**src/rtl/lfu_pkg.sv**
```systemverilog
package lfu_pkg;

  typedef enum logic [1:0] {
    TS_IDLE       = 2'd0,
    TS_WAIT_RETRY = 2'd1,
    TS_WAIT_RESP  = 2'd2
  } thrState_t;

  // strobes from control to datapath
  typedef struct packed {
    logic issue;      // retag + invalidate buffer of issueTid
    logic fill;       // write response line into buffer of fillTid
    logic resendSel;  // request address comes from the parked thread's tag
  } dpStrobe_t;

endpackage

```
**src/rtl/lfu_datapath.sv**
```systemverilog
module lfu_datapath
  import lfu_pkg::*;
#(
  parameter int NUM_THREADS = 2,
  parameter int ADDR_W      = 32,
  parameter int LINE_BYTES  = 16,
  localparam int TID_W      = (NUM_THREADS > 1) ? $clog2(NUM_THREADS) : 1,
  localparam int LINE_W     = LINE_BYTES * 8
) (
  input  logic                   clk,
  input  logic                   rstN,
  input  dpStrobe_t              strobe,
  input  logic [TID_W-1:0]       issueTid,
  input  logic [TID_W-1:0]       fillTid,
  input  logic [TID_W-1:0]       slotTid,
  input  logic [TID_W-1:0]       fetchTid,
  input  logic [ADDR_W-1:0]      fetchAddr,
  input  logic [LINE_W-1:0]      rspData,
  output logic                   hit,
  output logic [ADDR_W-1:0]      reqAddr,
  output logic [LINE_W-1:0]      rdData,
  output logic [NUM_THREADS-1:0] validVec
);

  localparam logic [ADDR_W-1:0] OFS_MASK = ADDR_W'(LINE_BYTES - 1);

  logic [ADDR_W-1:0] lineTag  [NUM_THREADS];
  logic [LINE_W-1:0] lineData [NUM_THREADS];
  logic [NUM_THREADS-1:0] lineValid;
  logic [ADDR_W-1:0] alignedAddr;

  assign alignedAddr = fetchAddr & ~OFS_MASK;

  for (genvar t = 0; t < NUM_THREADS; t++) begin : gBuf
    logic issueMe;
    logic fillMe;
    assign issueMe = strobe.issue && (int'(issueTid) == t);
    assign fillMe  = strobe.fill  && (int'(fillTid)  == t);

    always_ff @(posedge clk) begin
      if (!rstN) begin
        lineValid[t] <= 1'b0;
        lineTag[t]   <= '0;
      end else if (issueMe) begin
        lineValid[t] <= 1'b0;
        lineTag[t]   <= alignedAddr;
      end else if (fillMe) begin
        lineValid[t] <= 1'b1;
      end
    end

    always_ff @(posedge clk) begin
      if (fillMe) lineData[t] <= rspData;
    end

    // an issued request leaves the buffer invalid
    a_r4_issue_invalidates: assert property (@(posedge clk) disable iff (!rstN)
      issueMe |=> !lineValid[t]);
  end

  always_comb begin
    hit    = 1'b0;
    rdData = '0;
    if (int'(fetchTid) < NUM_THREADS) begin
      hit    = lineValid[fetchTid] && (lineTag[fetchTid] == alignedAddr);
      rdData = lineData[fetchTid];
    end
  end

  always_comb begin
    reqAddr = alignedAddr;
    if (strobe.resendSel && int'(slotTid) < NUM_THREADS) reqAddr = lineTag[slotTid];
  end

  assign validVec = lineValid;

  // every request address is line aligned
  a_r2_aligned: assert property (@(posedge clk) disable iff (!rstN)
    (strobe.issue || strobe.resendSel) |-> ((reqAddr & OFS_MASK) == '0));

endmodule

```
**src/rtl/lfu_ctrl.sv**
```systemverilog
module lfu_ctrl
  import lfu_pkg::*;
#(
  parameter int NUM_THREADS = 2,
  localparam int TID_W      = (NUM_THREADS > 1) ? $clog2(NUM_THREADS) : 1,
  localparam int TAG_W      = TID_W + 1
) (
  input  logic             clk,
  input  logic             rstN,
  input  logic             fetchReq,
  input  logic [TID_W-1:0] fetchTid,
  input  logic [1:0]       fetchLowBits,
  input  logic             switchedOut,
  input  logic             intPending,
  input  logic             squashValid,
  input  logic [TID_W-1:0] squashTid,
  input  logic             hit,
  input  logic             icReqReady,
  input  logic             icRetry,
  input  logic             icRspValid,
  input  logic [TAG_W-1:0] icRspTag,
  output dpStrobe_t        strobe,
  output logic [TID_W-1:0] fillTid,
  output logic [TID_W-1:0] slotTidOut,
  output logic             fetchOk,
  output logic             icReqValid,
  output logic [TAG_W-1:0] icReqTag,
  output logic             blockedOut
);

  thrState_t thrState [NUM_THREADS];
  logic [NUM_THREADS-1:0] seqBit;

  logic             blocked;
  logic             slotValid;
  logic [TID_W-1:0] slotTid;
  logic             slotSeq;

  logic inhibit, fetchLive, freshIssue, slotKill, resend, rspAccept;
  logic squashFetchTid;
  logic [TID_W-1:0] rspTid;
  logic             rspSeq;
  logic             fetchIdle;

  assign rspTid = icRspTag[TAG_W-1:1];
  assign rspSeq = icRspTag[0];

  assign inhibit = blocked || switchedOut || (intPending && fetchLowBits == 2'b00);
  assign squashFetchTid = squashValid && (squashTid == fetchTid);
  assign fetchIdle = (int'(fetchTid) < NUM_THREADS) && (thrState[fetchTid] == TS_IDLE);
  assign fetchLive  = fetchReq && !squashFetchTid && fetchIdle && !inhibit;
  assign freshIssue = fetchLive && !hit;
  assign slotKill   = squashValid && slotValid && (squashTid == slotTid);
  assign resend     = icRetry && slotValid && !slotKill;

  assign rspAccept = icRspValid && (int'(rspTid) < NUM_THREADS)
                     && (thrState[rspTid] == TS_WAIT_RESP)
                     && (seqBit[rspTid] == rspSeq)
                     && !(squashValid && squashTid == rspTid);

  assign icReqValid = freshIssue || resend;
  assign icReqTag   = resend ? {slotTid, slotSeq} : {fetchTid, seqBit[fetchTid]};
  assign fetchOk    = fetchLive && (hit || icReqReady);

  assign strobe.issue     = freshIssue;
  assign strobe.fill      = rspAccept;
  assign strobe.resendSel = resend;
  assign fillTid    = rspTid;
  assign slotTidOut = slotTid;
  assign blockedOut = blocked;

  // shared retry slot and blocked flag
  always_ff @(posedge clk) begin
    if (!rstN) begin
      blocked   <= 1'b0;
      slotValid <= 1'b0;
      slotTid   <= '0;
      slotSeq   <= 1'b0;
    end else begin
      if (freshIssue && !icReqReady) begin
        blocked   <= 1'b1;
        slotValid <= 1'b1;
        slotTid   <= fetchTid;
        slotSeq   <= seqBit[fetchTid];
      end else if (slotKill) begin
        slotValid <= 1'b0;
        if (icRetry) blocked <= 1'b0;
      end else if (icRetry && !slotValid) begin
        blocked <= 1'b0;
      end else if (resend && icReqReady) begin
        slotValid <= 1'b0;
        blocked   <= 1'b0;
      end
    end
  end

  // per-thread request state and sequence bit
  for (genvar t = 0; t < NUM_THREADS; t++) begin : gThr
    logic squashMe, issueMe, resendMe, fillMe;
    assign squashMe = squashValid && (int'(squashTid) == t);
    assign issueMe  = freshIssue && (int'(fetchTid) == t);
    assign resendMe = resend && icReqReady && (int'(slotTid) == t);
    assign fillMe   = rspAccept && (int'(rspTid) == t);

    always_ff @(posedge clk) begin
      if (!rstN) begin
        thrState[t] <= TS_IDLE;
        seqBit[t]   <= 1'b0;
      end else if (squashMe) begin
        thrState[t] <= TS_IDLE;
        seqBit[t]   <= ~seqBit[t];
      end else if (issueMe) begin
        thrState[t] <= icReqReady ? TS_WAIT_RESP : TS_WAIT_RETRY;
      end else if (resendMe) begin
        thrState[t] <= TS_WAIT_RESP;
      end else if (fillMe) begin
        thrState[t] <= TS_IDLE;
      end
    end
  end

  logic [NUM_THREADS-1:0] waitRetryVec;
  always_comb begin
    for (int t = 0; t < NUM_THREADS; t++) waitRetryVec[t] = (thrState[t] == TS_WAIT_RETRY);
  end

  // a parked request always keeps the stage blocked
  a_r6_slot_blocks: assert property (@(posedge clk) disable iff (!rstN)
    slotValid |-> blocked);
  // at most one thread waits for a retry, and only with a parked request
  a_r6_one_waiter: assert property (@(posedge clk) disable iff (!rstN)
    $countones(waitRetryVec) == (slotValid ? 1 : 0));
  // while blocked the only request is the replay
  a_r5_blocked_no_fresh: assert property (@(posedge clk) disable iff (!rstN)
    (icReqValid && blocked) |-> (slotValid && icRetry));
  // squash of the owner leaves the slot empty
  a_r9_squash_purges: assert property (@(posedge clk) disable iff (!rstN)
    slotKill |=> !slotValid);
  // an accepted replay unblocks
  a_r7_replay_unblocks: assert property (@(posedge clk) disable iff (!rstN)
    (resend && icReqReady) |=> !blocked);
  // a hit never requests
  a_r3_hit_no_req: assert property (@(posedge clk) disable iff (!rstN)
    (fetchLive && hit) |-> !icReqValid);

endmodule

```
**src/rtl/lineFetchUnit.sv**
```systemverilog
module lineFetchUnit
  import lfu_pkg::*;
#(
  parameter int NUM_THREADS = 2,
  parameter int ADDR_W      = 32,
  parameter int LINE_BYTES  = 16,
  localparam int TID_W      = (NUM_THREADS > 1) ? $clog2(NUM_THREADS) : 1,
  localparam int TAG_W      = TID_W + 1,
  localparam int LINE_W     = LINE_BYTES * 8
) (
  input  logic                   clk,
  input  logic                   rstN,
  input  logic                   fetchReq,
  input  logic [TID_W-1:0]       fetchTid,
  input  logic [ADDR_W-1:0]      fetchAddr,
  input  logic                   switchedOut,
  input  logic                   intPending,
  input  logic                   squashValid,
  input  logic [TID_W-1:0]       squashTid,
  output logic                   fetchOk,
  output logic [LINE_W-1:0]      lineRdData,
  output logic [NUM_THREADS-1:0] lineValidVec,
  output logic                   icBlocked,
  output logic                   icReqValid,
  input  logic                   icReqReady,
  output logic [ADDR_W-1:0]      icReqAddr,
  output logic [TAG_W-1:0]       icReqTag,
  input  logic                   icRetry,
  input  logic                   icRspValid,
  input  logic [TAG_W-1:0]       icRspTag,
  input  logic [LINE_W-1:0]      icRspData
);

  dpStrobe_t        strobe;
  logic             hit;
  logic [TID_W-1:0] fillTid;
  logic [TID_W-1:0] slotTid;

  lfu_ctrl #(.NUM_THREADS(NUM_THREADS)) uCtrl (
    .clk(clk), .rstN(rstN),
    .fetchReq(fetchReq), .fetchTid(fetchTid), .fetchLowBits(fetchAddr[1:0]),
    .switchedOut(switchedOut), .intPending(intPending),
    .squashValid(squashValid), .squashTid(squashTid),
    .hit(hit), .icReqReady(icReqReady), .icRetry(icRetry),
    .icRspValid(icRspValid), .icRspTag(icRspTag),
    .strobe(strobe), .fillTid(fillTid), .slotTidOut(slotTid),
    .fetchOk(fetchOk), .icReqValid(icReqValid), .icReqTag(icReqTag),
    .blockedOut(icBlocked)
  );

  lfu_datapath #(.NUM_THREADS(NUM_THREADS), .ADDR_W(ADDR_W), .LINE_BYTES(LINE_BYTES)) uDp (
    .clk(clk), .rstN(rstN), .strobe(strobe),
    .issueTid(fetchTid), .fillTid(fillTid), .slotTid(slotTid),
    .fetchTid(fetchTid), .fetchAddr(fetchAddr), .rspData(icRspData),
    .hit(hit), .reqAddr(icReqAddr), .rdData(lineRdData), .validVec(lineValidVec)
  );

endmodule

```
**config.mk**
```make
export PLATFORM = sky130hd
export DESIGN_NAME = lineFetchUnit
export DESIGN_NICKNAME = d
export VERILOG_FILES = /design/src/rtl/lfu_pkg.sv /design/src/rtl/lfu_datapath.sv /design/src/rtl/lfu_ctrl.sv /design/src/rtl/lineFetchUnit.sv
export SDC_FILE = /design/constraint.sdc
export NUM_CORES = 1
export LEC_CHECK = 0
export ABC_AREA = 1
export BUFFER_PORTS_ARGS = -buffer_cell sky130_fd_sc_hd__buf_4
export CORE_ASPECT_RATIO = 0.7
export CORE_MARGIN = 10
export CORE_UTILIZATION = 45
export DETAILED_ROUTE_END_ITERATION = 6
export PLACE_DENSITY = 0.65
export SKIP_CTS_REPAIR_TIMING = 1
export SYNTH_ARGS = -nofsm -noshare
export SYNTH_HDL_FRONTEND = slang
export SYNTH_SLANG_ARGS = --single-unit
```
**constraint.sdc**
```tcl
create_clock -name clk -period 7.8 [get_ports clk]
set_input_delay 0 -clock clk [delete_from_list [all_inputs] [get_ports clk]]
set_output_delay 0 -clock clk [all_outputs]
set_load 0.1 [all_outputs]
```
After elaboration in Yosys (flattened, before gate mapping)
Memory sizes are Yosys's and may differ from the RTL's. A register that Yosys moved wholly into a read port is not among the register bits.
Index checks and enable logic that the tools add are counted.
{ "totals": {"mem_bits_rw": 316, "mem_count": 3, "output_inout_bits": 167, "register_bits": 8} }
{ "op_classes": {"bitwise": 17, "reduce_logical": 47, "mux": 75, "n_lt_le_gt_ge": 2, "n_eq_ne": 8} }
{ "mem_list": {"columns": ["memory", "depth", "width", "rd", "rd_clocked_by_memory_dff", "write_ports", "line_no", "rtl"], "rows": [
  ["uDp.lineData", 2, 128, 1, 0, 1, "lfu_datapath.sv:28", "logic [LINE_W-1:0] lineData [NUM_THREADS];"],
  ["uDp.lineTag", 2, 28, 2, 1, 2, "lfu_datapath.sv:27", "logic [ADDR_W-1:0] lineTag [NUM_THREADS];"],
  ["uCtrl.thrState", 2, 2, 2, 0, 2, "lfu_ctrl.sv:31", "thrState_t thrState [NUM_THREADS];"]
]} }
{ "ops": {"columns": ["operator", "count"], "rows": [
  ["two-way mux 128 bit", 1],
  ["OR reduction 128 bit", 1],
  ["two-way mux 1 bit", 61],
  ["two-way mux 28 bit", 2],
  ["equality test 32 bit", 1],
  ["two-way mux 32 bit", 1],
  ["logical AND 1 bit", 27],
  ["two-way mux 2 bit", 10],
  ["OR 1 bit", 10],
  ["logical NOT 1 bit", 7],
  ["inverter 1 bit", 7],
  ["equality test 1 bit", 4],
  ["logical NOT 2 bit", 2],
  ["logical OR 1 bit", 4],
  ["less-than comparator 1 x 2 -> 1 bit, second input constant", 2],
  ["AND reduction 2 bit", 2],
  ["nonzero test 4 bit", 1],
  ["OR reduction 2 bit", 2],
  ["inequality test 3 x 1 -> 1 bit, second input constant", 1],
  ["inequality test 3 bit, second input constant", 1],
  ["nonzero test 3 bit", 1],
  ["equality test 2 bit, second input constant", 1]
]} }

Logic depth before layout (Yosys ltp)
Gate-level depths: netlist of the first run.
{ "depth": {"ltp_word": 15, "depth_mapped": 17, "mapped_depth_nobuf": 15} }

Modules after synthesis
Synthesis of the first run repeated with hierarchy kept, for this count alone.
{ "unflattened": {"hier_cells": 1266, "hier_area_um2": 13616.8} }
{ "modules_own_cells": {"columns": ["module", "cells_each", "area_each_um2", "n_inst"], "rows": [
  ["lfu_datapath", 1151, 12824.8, 1],
  ["lfu_ctrl", 115, 792.0, 1]
]} }

Worst setup path after synthesis of the first run
Ideal clock, no wire load.
{ "synth_path": {"kind": "flip-flop to flip-flop", "from": "register uCtrl.seqBit[1]", "to": "memory uCtrl.thrState[0][0] (netlist bit) (enable)", "path_slack_ns": 0.607, "required_ns": 7.470, "stages_incl_launch_ff": 10, "arrival_ns": 6.864, "synth_period_minus_slack_ns": 7.193, "path_buffers": 0, "path_cell_list": "dfxtp_1 -> inv_1 -> o21ai_0 -> a21oi_1 -> nand4_1 -> nand2_1 -> nand2_1 -> nor2_1 -> inv_1 -> o2111ai_1"} }
{ "synth_lines": {"columns": ["item", "line_no", "rtl"], "rows": [
  ["from (decl)", "lfu_ctrl.sv:32", "logic [NUM_THREADS-1:0] seqBit;"],
  ["from (signal, indexed assignment)", "lfu_ctrl.sv:111", "seqBit[t] <= ~seqBit[t];"],
  ["to (decl)", "lfu_ctrl.sv:31", null]
]} }

==> impl.org, run 1 <==
** Run status
- The flow ran to the end, but the final reports show violations.
- Violations in the final reports :: hold timing

** Global route
- Total grt overflow :: 0
- Initial antenna violation count :: 2
- Via count of the first global-routing pass :: 9,865
- Wire length of the first global-routing pass :: 56.0 mm
- Entering global routing, the biggest net connects 84 pins.
- Global routing consumed, over all layers together, 19.5% of the routing resources.

** Drt
- Violation count after the first detailed-route iteration :: 823
- DRT Pass-1 Iters :: 7
- Routed wire length :: 39.8 mm
- Vias per std cell :: 4.91
- In the final routed layout, each cell accounts on average for 18.4 um.
- The detail route stage leaves a number of antenna-violating nets equal to 0.
- Count of vias placed by the detailed router :: 10,600
- Remaining DRCs :: 0

** Power and ir drop
- PwrDens :: 218 nW/um^2
- IR analysis of the VDD net gives a maximum drop of 0.000185 V.
- For this design the static power due to leakage is 8.21 nW.

** Timing
- For the final routed database, the setup TNS stands at 0 ns.
- Hold timing on the final database bottoms out at a slack of -0.00172 ns.
- Measured against its own limit, the worst slew margin works out to 36.7%.
- Final critical path time including I/O delays and setup :: 3.87 ns
- Maximum clock skew at final layout :: 0.00903 ns
- Share of the clock period used by the worst path after layout :: 49.6%
- Final hold violation count :: 1
- Based on the critical path, the design can be clocked at up to 259 MHz.
- The final count of pins violating max slew was 0.
- Setup violations remaining at the end of the flow were counted as 0.
- At the pin with the least slew margin, the transition time is 0.950 ns.
- Setup repair after global routing missed its margin :: no

** Floorplan
- Starting utilization of the core area :: 45.4%
- Count of standard-cell rows :: 53
- From left edge to right edge, the die measures 227 um.
- Ports :: 340
- The core region is 29,800 um^2.
- The die is 165 um tall.
- Area enclosed by the die boundary :: 37,600 um^2

** Setup path
- Reg-to-Reg Start :: uCtrl.seqBit[1]
- The critical path in this run is classified as in2reg.
- The largest individual stage delay along the critical path comes from the cell buf_4.
- Broken down by cell family, the worst path's largest delay share belongs to buffers and inverters.
- FF-to-FF path depth :: 8
- Buffer and inverter count on the worst path :: 6
- Walking the worst path, the cells encountered are buf_4, inv_4, buf_4, nand2_1, nand3_1, nand2_1, inv_1, nand2_1, nor2_1, nand2_1, nor2_1, nand2_2, nand3_2, inv_2, nand2_2, o21ai_1, dlygate4sd3_1.
- Along the worst path, the maximum fanout reaches 83.
- Most common cell type on the critical path :: nand2_1
- Critical register-to-register path endpoint :: uDp.lineData[1][11]
- Slack of the worst reg-to-reg path :: 4.80 ns
- For the worst setup path, the data required time is 8.19 ns.
- The worst setup path is launched from an input port.
- Arrival @ worst endpoint :: 4.26 ns
- STA classifies the critical path endpoint as a register.
- Slowest cell delay on critical path :: 0.86 ns

** Synth
- Summed instance area of the synthesized netlist :: 13,600 um^2
- Synthesis inferred 325 register bits.
- Yosys attributes the largest share of cell area to edfxtp_1 70%, nand2_1 16%, inv_1 2.1%.
- During synthesis, Yosys emitted a total of 0 warnings.
- A synthesized cell averages 10.8 um^2.
- Number of enable-type register cells in the synthesized netlist :: 316
- Yosys top cell by area :: edfxtp_1
- Synth top area share :: 70.0%
- In the synthesized netlist the async set-or-reset flop fraction comes to 0%.
- For this run, the register share of the synthesized area comes to 71.3%.
- After synthesis, the netlist uses 26 different library cells.
- For this run, the leading register cell type out of synthesis is edfxtp_1.
- Gate count of the mapped netlist :: 1,259

** CTS
- The later pin in the worst-skew pair is clocked with a latency of 0.50 ns.
- In this run, CTS created clock tree buffers numbering 35.
- Root Driver :: clkbuf_16
- Clock tree from TritonCTS :: yes
- Clock tree buffer depth :: 3
- The clock drives 325 sinks.
- Clock-pin slew was measured on the worst setup and hold paths at 0.06 ns.
- H-Tree Level Count :: 2

** Layout
- Core Util, Final :: 63.7%
- Post-route design area :: 19,000 um^2
- Counting the fill cells in the layout gives 2,285.
- Number of nets in the finished design :: 1,924
- In the layout the commonest cells are 584 x nand2_1, 343 x buf_4, 316 x edfxtp_1.
- The count of cells in the finished layout, fillers not included, comes to 2,161.
- The area growth from synthesis to layout is 40.3%.
- Register area :: 9670 um^2
- Combined area of the multi-input logic cells :: 3320 um^2
- Most frequent standard cell in the layout excluding fill and tap cells :: nand2_1
- In the final layout, the share of cells above drive strength 1 is 23.1%.

** Placement
- Number of placed instances, taps included :: 1,933
- Routability Congestion :: 0.817
- Total placed instance area :: 16,400 um^2
- Detail Placement HPWL :: 26.1 mm
- The count of buffers added on input and output ports is 333.

** Run
- Max Cap Viol :: 0

** Worst hold path
- The path with the worst hold slack has its endpoint at uCtrl.slotSeq.
- Hold path depth :: 6
- The worst hold path begins at switchedOut.
- The min-delay analysis places its worst path in the category in2reg.
-- worst min-delay path, stage by stage --
cell and delay (ns):
buf_4 0.08, nor2_1 0.03, nand3_1 0.11, a21oi_2 0.08
nand4_1 0.09, a21oi_1 0.06
-- kinds of logic after synthesis --
| kind of cell | share of synthesized area, % |
|---|---|
| multiplexers | 0.831 |
| AND/OR/NAND/NOR | 20.4 |
| buffers and inverters | 4.34 |
| flip-flops | 71.3 |
| other | 0.0277 |
| AO/OA/AOI/OAI | 3.10 |
-- registers in the layout, indices dropped and copies added (netlist names), named ones only --
signal,flops
uCtrl.blockedOut,1
uDp.validVec,2
uDp.lineTag,56
uCtrl.slotTidOut,1
uCtrl.seqBit,2
uCtrl.slotValid,1
uCtrl.thrState,4
uCtrl.slotSeq,1
uDp.lineData,256
-- area by class of cell --
| cell class | count | area share, % |
|---|---|---|
| Sequential cell | 325 | 50.9 |
| Timing Repair Buffer | 509 | 22.3 |
| Multi-Input combinational cell | 799 | 17.4 |
| Clock buffer | 42 | 4.74 |
| Tap cell | 385 | 2.53 |
| Inverter | 81 | 1.63 |
| Clock inverter | 17 | 0.480 |
| Antenna cell | 3 | 0.0395 |
-- through the flow --
| step | hold WS (ns) | setup slack (ns) | power (W) |
|---|---|---|---|
| 2_1_floorplan | 0.0974 | 0.607 | 0.00244 |
| 3_3_place_gp | 0.185 | 3.80 | 0.00262 |
| 3_5_place_dp | 0.187 | 3.73 | 0.00263 |
| 4_1_cts | -0.356 | 4.27 | 0.00410 |
| 5_1_grt | 0.00961 | 3.49 | 0.00428 |
| 6_report | -0.00172 | 3.93 | 0.00414 |
-- Yosys cell counts, types with 2 or more instances --
master      n
a21oi_1    11
buf_1       5
buf_2       5
buf_4       9
buf_6       4
clkbuf_1   34
dfxtp_1     9
edfxtp_1  316
inv_1      77
inv_2       3
mux2_2     10
nand2_1   584
nand2_2     3
nand3_1    40
nand3_2     2
nand4_1     6
nor2_1     76
o211ai_1   18
o21ai_0    39
o21ai_1     2
-- layer usage --
| layer | global-route usage (%) | up-vias | share of wire [%] |
|---|---|---|---|
| met1 | 24.2 | 5059 | 41 |
| met5 | 0 | - | 0 |
| met4 | 5.38 | 0 | 1.4 |
| li1 | - | 5144 | - |
| met2 | 31.8 | 362 | 50 |
| met3 | 7.13 | 53 | 8.0 |
-- worst max-delay path by stage --
stage,startpoint,end,slack [ns],cells after the start
finish,fetchTid,register,3.93,17
global route,fetchTid,register,3.49,17
CTS,fetchTid,uDp.lineTag[1][0],4.27,16
detailed placement,fetchTid,uDp.lineTag[1][0],3.73,16
global placement,fetchTid,uDp.lineTag[1][16],3.80,16
floorplan,uCtrl.seqBit[1],uCtrl.thrState[0][0],0.61,9
-- power breakdown --
part	switching, W	internal (W)	leakage, nW
registers	0.0000117	0.00195	3.00
clock network	0.000652	0.000824	0.479
logic	0.000504	0.000200	4.72
No activity file was read; power rests on OpenSTA's default activity.
==> run 2, diff against run 1 <==
--- a/config.mk
+++ b/config.mk
@@ -5,13 +5,13 @@
 export SDC_FILE = /design/constraint.sdc
 export NUM_CORES = 1
 export LEC_CHECK = 0
-export ABC_AREA = 1
+export ABC_AREA = 0
 export BUFFER_PORTS_ARGS = -buffer_cell sky130_fd_sc_hd__buf_4
 export CORE_ASPECT_RATIO = 0.7
 export CORE_MARGIN = 10
 export CORE_UTILIZATION = 45
 export DETAILED_ROUTE_END_ITERATION = 6
-export PLACE_DENSITY = 0.65
+export PLACE_DENSITY = 0.68
 export SKIP_CTS_REPAIR_TIMING = 1
 export SYNTH_ARGS = -nofsm -noshare
 export SYNTH_HDL_FRONTEND = slang
==> constraint.sdc (replaced) <==
create_clock -name clk -period 3.3 [get_ports clk]
set_input_delay 0 -clock clk [delete_from_list [all_inputs] [get_ports clk]]
set_output_delay 0 -clock clk [all_outputs]
set_load 0.1 [all_outputs]
==> impl.org, run 2 <==
** Floorplan
- For this design the top-level I/O count stands at 340.
- Once the floorplan was initialized, standard cells occupied 45.8% of the core.
- Area of the core :: 29,000 um^2
- The floorplan step defined a die boundary enclosing 36,900 um^2.
- Count of standard-cell rows :: 52
- The floorplan step set the die height to 164 um.
- Measured along the x axis, the die boundary spans 225 um.

** Power and ir drop
- Reported leakage power :: 7.38 nW
- Dividing total power by cell area gives a power density of 522 nW/um^2.
- VDD sags by at most 0.000482 V.
- Per report_power, the combinational group accounts for 14.9% of the total.
- Register share of total power :: 46.8%
- Proportion of power drawn by the clock network :: 38.3%
- Internal power contribution :: 0.00739 W
- For this design the total switching power over the nets is 0.00252 W.
- Sw Share :: 25.5%

** CTS
- Sink count of the clock tree :: 325
- H-Tree Level Count :: 2
- Clock latency on the worst-skew pair, taken at its later pin, is 0.51 ns.
- After clock tree synthesis, the clock-pin slew on the worst setup and hold paths is 0.06 ns.
- CTS placed an instance of clkbuf_16 at the clock tree root.
- In this run the deepest clock path goes through 3 buffers.
- Counting the buffers created by CTS gives 34.
- Clock tree from TritonCTS :: yes

** Drt
- Routed wire length :: 36.7 mm
- In this run the remaining antenna-violating nets after routing total 0.
- Violation count after the first detailed-route iteration :: 627
- In the routed design, unresolved DRC markers number 0.
- Count of vias placed by the detailed router :: 8,549
- Wire length per cell :: 21.7 um
- Using the TritonRoute via totals, the vias-per-cell ratio works out to 5.04.
- The first detailed-routing pass ran for 5 iterations.

** Setup path
- Cell with the largest stage delay on the worst path :: dlygate4sd3_1
- Kind of critical path :: in2out
- The worst setup path is captured at an output pin.
- Startpoint type of the worst setup path :: input port
- Slowest cell delay on critical path :: 0.56 ns
- STA puts the critical path data required time at 3.30 ns.
- Along the worst path, the maximum fanout reaches 46.
- At the worst endpoint, the arrival time is 2.94 ns.
- Cells traversed along the worst timing path :: dlygate4sd3_1, buf_6, mux2i_1, xor2_1, nand4_1, nor4_4, a21o_1, nand2_1, buf_4

** Timing
- At the pin with the least slew margin, the transition time is 1.08 ns.
- Across all setup checks in the final design, the least slack found is 0.360 ns.
- Setup violators final :: 0
- Final hold violation count :: 0
- The smallest clock period supported by the final layout is computed as 2.94 ns.
- Maximum clock frequency :: 340 MHz
- The final count of pins violating max slew was 0.
- Setup repair after global routing left no endpoint under its margin.
- Hold timing on the final database bottoms out at a slack of 0.0566 ns.
- Share of the clock period used by the worst path after layout :: 89.1%
- Maximum clock skew at final layout :: 0.00934 ns
- The worst pin sits at a relative slew slack of 28.3%.

** Global route
- Global routing consumed, over all layers together, 18.1% of the routing resources.
- The total overflow left after global routing is 0.
- The first global-routing pass estimated 50.3 mm of wire.
- The via count of the first global-routing pass is 8,113.
- The number of antenna violations at the first check in global routing is 8.
- Pin count of the biggest net entering global routing :: 78

** Synth
- Summing the sequential cell areas from Yosys gives 72.9% of the chip area.
- The synthesized netlist contains 41 unique library cells.
- For this run, the leading register cell type out of synthesis is edfxtp_1.
- In this run, synthesis produced a sequential element count of 325.
- Synth top area share :: 71.5%
- The cell count after synthesis came out at 782.
- Yosys mapped a number of flops with a built-in enable equal to 316.
- Dominant cells by area after synthesis :: edfxtp_1 72%, mux2_2 11%, mux2i_1 4.4%
- The largest total area in the synthesized netlist belongs to edfxtp_1.
- Yosys printed 0 warnings.
- Sorting the synthesized cells by how often they occur yields 316 x edfxtp_1, 129 x mux2_2, 58 x mux2i_1.
- By instance count, the leading cell after synthesis is edfxtp_1.
- The cell area that synthesis handed to floorplanning was 13,300 um^2.
- Async SR Flop Fraction :: 0%
- Mean instance size in the synthesized netlist :: 17.0 um^2

** Run
- Max Cap Viol :: 0

** Layout
- In the final layout, the registers with the most flip-flops are uDp.lineData: 256 flops, uDp.lineTag: 56 flops, uCtrl.thrState: 4 flops.
- For this run, the post-layout net count is 1,460.
- Leading cell types in the layout, fill and taps excluded :: 341 x buf_4, 316 x edfxtp_1, 165 x dlygate4sd3_1
- Share of final-layout standard cells stronger than drive strength 1 :: 40.7%
- The library cell used most frequently in the layout, excluding fill and tap cells, is buf_4.
- Largest register by flop count :: uDp.lineData
- Compared with the post-synthesis result, the final layout area differs by 43.0%.
- Max reg flops :: 256

** Run status
- Run status :: finished, final reports clean

** Worst hold path
- The tightest min-delay check is of the in2reg type.

** Placement
- Detailed placement ended at an HPWL of 24.8 mm.
- Input and output buffers added on the ports amount to 333.
- Routability Congestion :: 0.777
- OpenSTA, run right after detailed placement, puts the worst setup slack at 0.539 ns.
==> run 2: changes by cell type after synthesis, moves of 6 or more <==
cell,change
nor3_1,+8
nor2_1,-66
xor2_1,+14
mux2i_1,+58
xnor2_1,+18
clkbuf_1,-6
and3_1,+54
nand2_1,-543
nand3_1,-37
o211ai_1,-17
a21oi_1,-7
mux2_2,+119
inv_1,-72
==> run 2: power groups by stage <==
stage / registers [W] / logic [W] / clock network, W
after global placement: 0.00472 / 0.00129 / 0
after CTS: 0.00464 / 0.00131 / 0.00387
after global routing: 0.00464 / 0.00154 / 0.00406
after floorplan: 0.00473 / 0.000892 / 0
final: 0.00464 / 0.00147 / 0.00380
after detailed placement: 0.00473 / 0.00130 / 0
==> run 2: path summary, 6_finish.rpt <==
kind | startpoint | end | slack [ns] | depth (start not counted)
hold / removal | squashValid | uCtrl.slotValid | 0.06 | 3
setup reg to reg | uDp.lineTag[1][15] | uCtrl.blockedOut | 0.60 | 7
hold reg to reg | uCtrl.seqBit[0] | uCtrl.seqBit[0] | 0.54 | 2
setup / recovery | fetchTid | icReqValid | 0.36 | 9
==> run 2: through the flow <==
step	util, %	area (um^2)	instances	setup TNS, ns	power, W
after floorplan	-	13300	785	-212.82	0.00562
after global placement	56.0	16200	1464	0	0.00601
after detailed placement	56.0	16200	1464	0	0.00603
after CTS	59.8	17300	1524	0	0.00982
after global routing	65.5	19000	1695	0	0.0102
final	65.5	19000	1695	0	0.00991
==> run 2: worst max-delay path: cells and delay by family <==
family | cells | cell delay (ns)
buffers and inverters | 3 | 1.24
AND/OR/NAND/NOR | 3 | 0.75
AO/OA/AOI/OAI | 1 | 0.45
XOR/XNOR | 1 | 0.22
multiplexers | 1 | 0.27
==> run 2: routing by layer <==
layer	vias to the layer above	global-route usage [%]	wire length (um)
li1	4021	-	-
met5	-	0	23
met2	265	28.7	18200
met1	4215	22.2	14900
met4	4	4.47	419
met3	44	8.19	3230
==> run 2: logic make-up (layout without fill, tap and decap cells) <==
group	Yosys count	in the layout	share of synthesized area (%)
compound gates	55	55	2.38
xor+xnor	32	32	2.11
buf+inv	50	576	1.95
flops	325	325	72.9
mux	187	187	15.3
other cells	1	10	0.0283
simple gates	132	132	5.31
==> run 2: cell type report <==
class | count | area, um^2
fillers | 2005 | 9980
clock inverters | 17 | 185
clock buffers | 43 | 916
diodes | 6 | 15.0
flip-flops and latches | 325 | 9670
well taps | 378 | 473
repair buffers | 511 | 4300
inverters | 5 | 18.8
multi-input cells | 410 | 3390
==> run 3, diff against run 2 <==
--- a/config.mk
+++ b/config.mk
@@ -11,7 +11,7 @@
 export CORE_MARGIN = 10
 export CORE_UTILIZATION = 45
 export DETAILED_ROUTE_END_ITERATION = 6
-export PLACE_DENSITY = 0.68
+export PLACE_DENSITY = 0.66
 export SKIP_CTS_REPAIR_TIMING = 1
 export SYNTH_ARGS = -nofsm -noshare
 export SYNTH_HDL_FRONTEND = slang
==> constraint.sdc (replaced) <==
create_clock -name clk -period 3.05 [get_ports clk]
set_input_delay 0 -clock clk [delete_from_list [all_inputs] [get_ports clk]]
set_output_delay 0 -clock clk [all_outputs]
set_load 0.1 [all_outputs]
==> impl.org, run 3 (same netlist as run 2, synthesis figures left out) <==
** Run status
- Run status :: finished, final reports clean

** Layout
- Compared with the post-synthesis result, the final layout area differs by 43.1%.
- Leaving out fill and tap cells, the most frequent cell in the layout is buf_4.
- Largest registers :: uDp.lineData: 256 flops, uDp.lineTag: 56 flops, uCtrl.thrState: 4 flops
- Max reg flops :: 256
- Largest register by flop count :: uDp.lineData
- The library cells used most frequently in the layout, excluding fill and tap cells, are 345 x buf_4, 316 x edfxtp_1, 164 x dlygate4sd3_1.
- Number of nets in the finished design :: 1,468
- Share of final-layout standard cells stronger than drive strength 1 :: 40.3%
- Core Util, Final :: 65.6%
- Once layout is done, the placed cells without fillers occupy 19,000 um^2.

** CTS
- In this run the deepest clock path goes through 3 buffers.
- Root Driver :: clkbuf_16
- Insertion delay of the later-clocked pin in the worst-skew pair :: 0.53 ns
- Clock-pin slew was measured on the worst setup and hold paths at 0.06 ns.
- TritonCTS Buffers :: 35
- Clock tree from TritonCTS :: yes
- In this run the number of H-tree levels came out at 2.
- Sink count of the clock tree :: 325

** Timing
- Post-route worst setup slack :: 0.192 ns
- Setup violators final :: 0
- Final critical path time including I/O delays and setup :: 2.86 ns
- Adding up every negative setup slack in the final design gives 0 ns.
- After layout, the worst path uses 93.7% of the clock period.
- Setup repair after global routing missed its margin :: no
- The count of endpoints failing hold in the final timing report is 0.
- The final count of pins violating max slew is 0.
- Derived from the worst setup path, the maximum achievable clock frequency is 350 MHz.
- Measured against its own limit, the worst slew margin works out to 53.2%.
- Transition time at the pin with the least slew margin :: 0.702 ns
- Clock skew on the completed layout was measured at 0.0321 ns.

** Global route
- The first global-routing pass estimated 49.6 mm of wire.
- The via count of the first global-routing pass came to 8,119.
- The number of antenna violations at the first check in global routing came to 5.
- Entering global routing, the biggest net connects 62 pins.
- Total grt overflow :: 0
- Global routing used 17.9% of the available tracks across all layers.

** Drt
- The count of nets left with antenna violations once routing finished came out at 0.
- After detailed routing, the number of remaining DRC violations is 0.
- Routed wire length :: 36.7 mm
- The first routing iteration left 527 violations.
- DRT Pass-1 Iters :: 5
- Count of vias placed by the detailed router :: 8,578
- Vias per std cell :: 5.04
- Wire length per cell :: 21.5 um

** Floorplan
- Area of the core :: 29,000 um^2
- The die is 225 um wide.
- The die covers 36,900 um^2.
- Count of standard-cell rows :: 52
- Ports :: 340
- For this configuration, the core starts out at a cell density of 45.8%.
- DIE HEIGHT :: 164 um

** Power and ir drop
- Reported leakage power :: 7.38 nW
- In this run the power density over the cells is 549 nW/um^2.
- VDD sags by at most 0.000548 V.

** Setup path
- Reg-to-Reg Start :: uDp.lineTag[0][10]
- The worst setup path is of the reg2out kind.
- The worst register-to-register path ends at uCtrl.blockedOut.
- The number of cells on the worst reg-to-reg path is 8.
- The worst setup path is launched from a register.
- Arrival @ worst endpoint :: 2.86 ns
- Following the worst setup path forward leads to its endpoint at icReqValid.
- The critical path starts at uDp.lineTag[0][10].
- CP max FO :: 7
- STA classifies the critical path endpoint as an output pin.
- At the worst endpoint, the required time is 3.05 ns.
- Slack of the worst reg-to-reg path :: 0.28 ns

** Placement
- Timing analysis after detailed placement gives a worst setup slack of 0.444 ns.
- Routability Congestion :: 0.784
- Once detailed placement completed, the half-perimeter wirelength came to 24.9 mm.
- Total placed instance area :: 16,300 um^2
- Input and output buffers added on the ports amount to 333.

** Run
- The tool flagged a number of max-cap violations equal to 0.

** Worst hold path
- The worst hold path belongs to the class in2reg.
## run 3: metrics by stage
step	instances	hold slack [ns]	power [W]
after floorplan	785	0.0989	0.00608
after global placement	1472	0.185	0.00652
after detailed placement	1472	0.188	0.00653
after CTS	1533	-0.362	0.0103
after global routing	1699	0.00582	0.0108
final	1702	0.0159	0.0104
## run 3: area by class of cell
class	instances	area [um^2]
fill	2014	9970
tap	378	473
timing repair buffer	518	4400
clock inverter	16	77.6
multi-input combinational	410	3390
clock buffer	45	935
antenna	5	12.5
sequential	325	9670
inverter	5	18.8
## run 3: power breakdown
part / leakage [nW] / internal [W] / switching [W]
registers: 3.00 / 0.00499 / 0.0000343
logic: 3.88 / 0.000546 / 0.00105
clock network: 0.488 / 0.00216 / 0.00164
## run 3: worst max-delay path, stage by stage, from the launching register on
cell and delay [ns]:
edfxtp_1 0.40, mux2i_1 0.17, xnor2_1 0.11, nor4_1 0.47, and4_1 0.38, a21o_1 0.30
buf_4 0.20, nand2_1 0.06, buf_4 0.26
## run 3: worst min path at each step
stage,startpoint,to,slack [ns],cells after the start
2_1_floorplan,icRspData[0],uDp.lineData[0][0],0.1,0
3_3_place_gp,icRspData[97],uDp.lineData[1][97],0.19,1
3_5_place_dp,icRspData[100],uDp.lineData[1][100],0.19,1
4_1_cts,icRspData[95],uDp.lineData[0][95],-0.36,1
5_1_grt,icRspTag[1],uDp.lineData[0][97],0.006,3
6_report,icRspTag[1],uDp.lineData[0][97],0.02,3
## run 3: layer usage
layer	track usage [%]	vias up	wire, um
met5	0	-	0
met4	3.98	0	537
met3	6.88	42	2950
met2	29.2	274	18300
met1	22.4	4223	14900
li1	-	4039	-
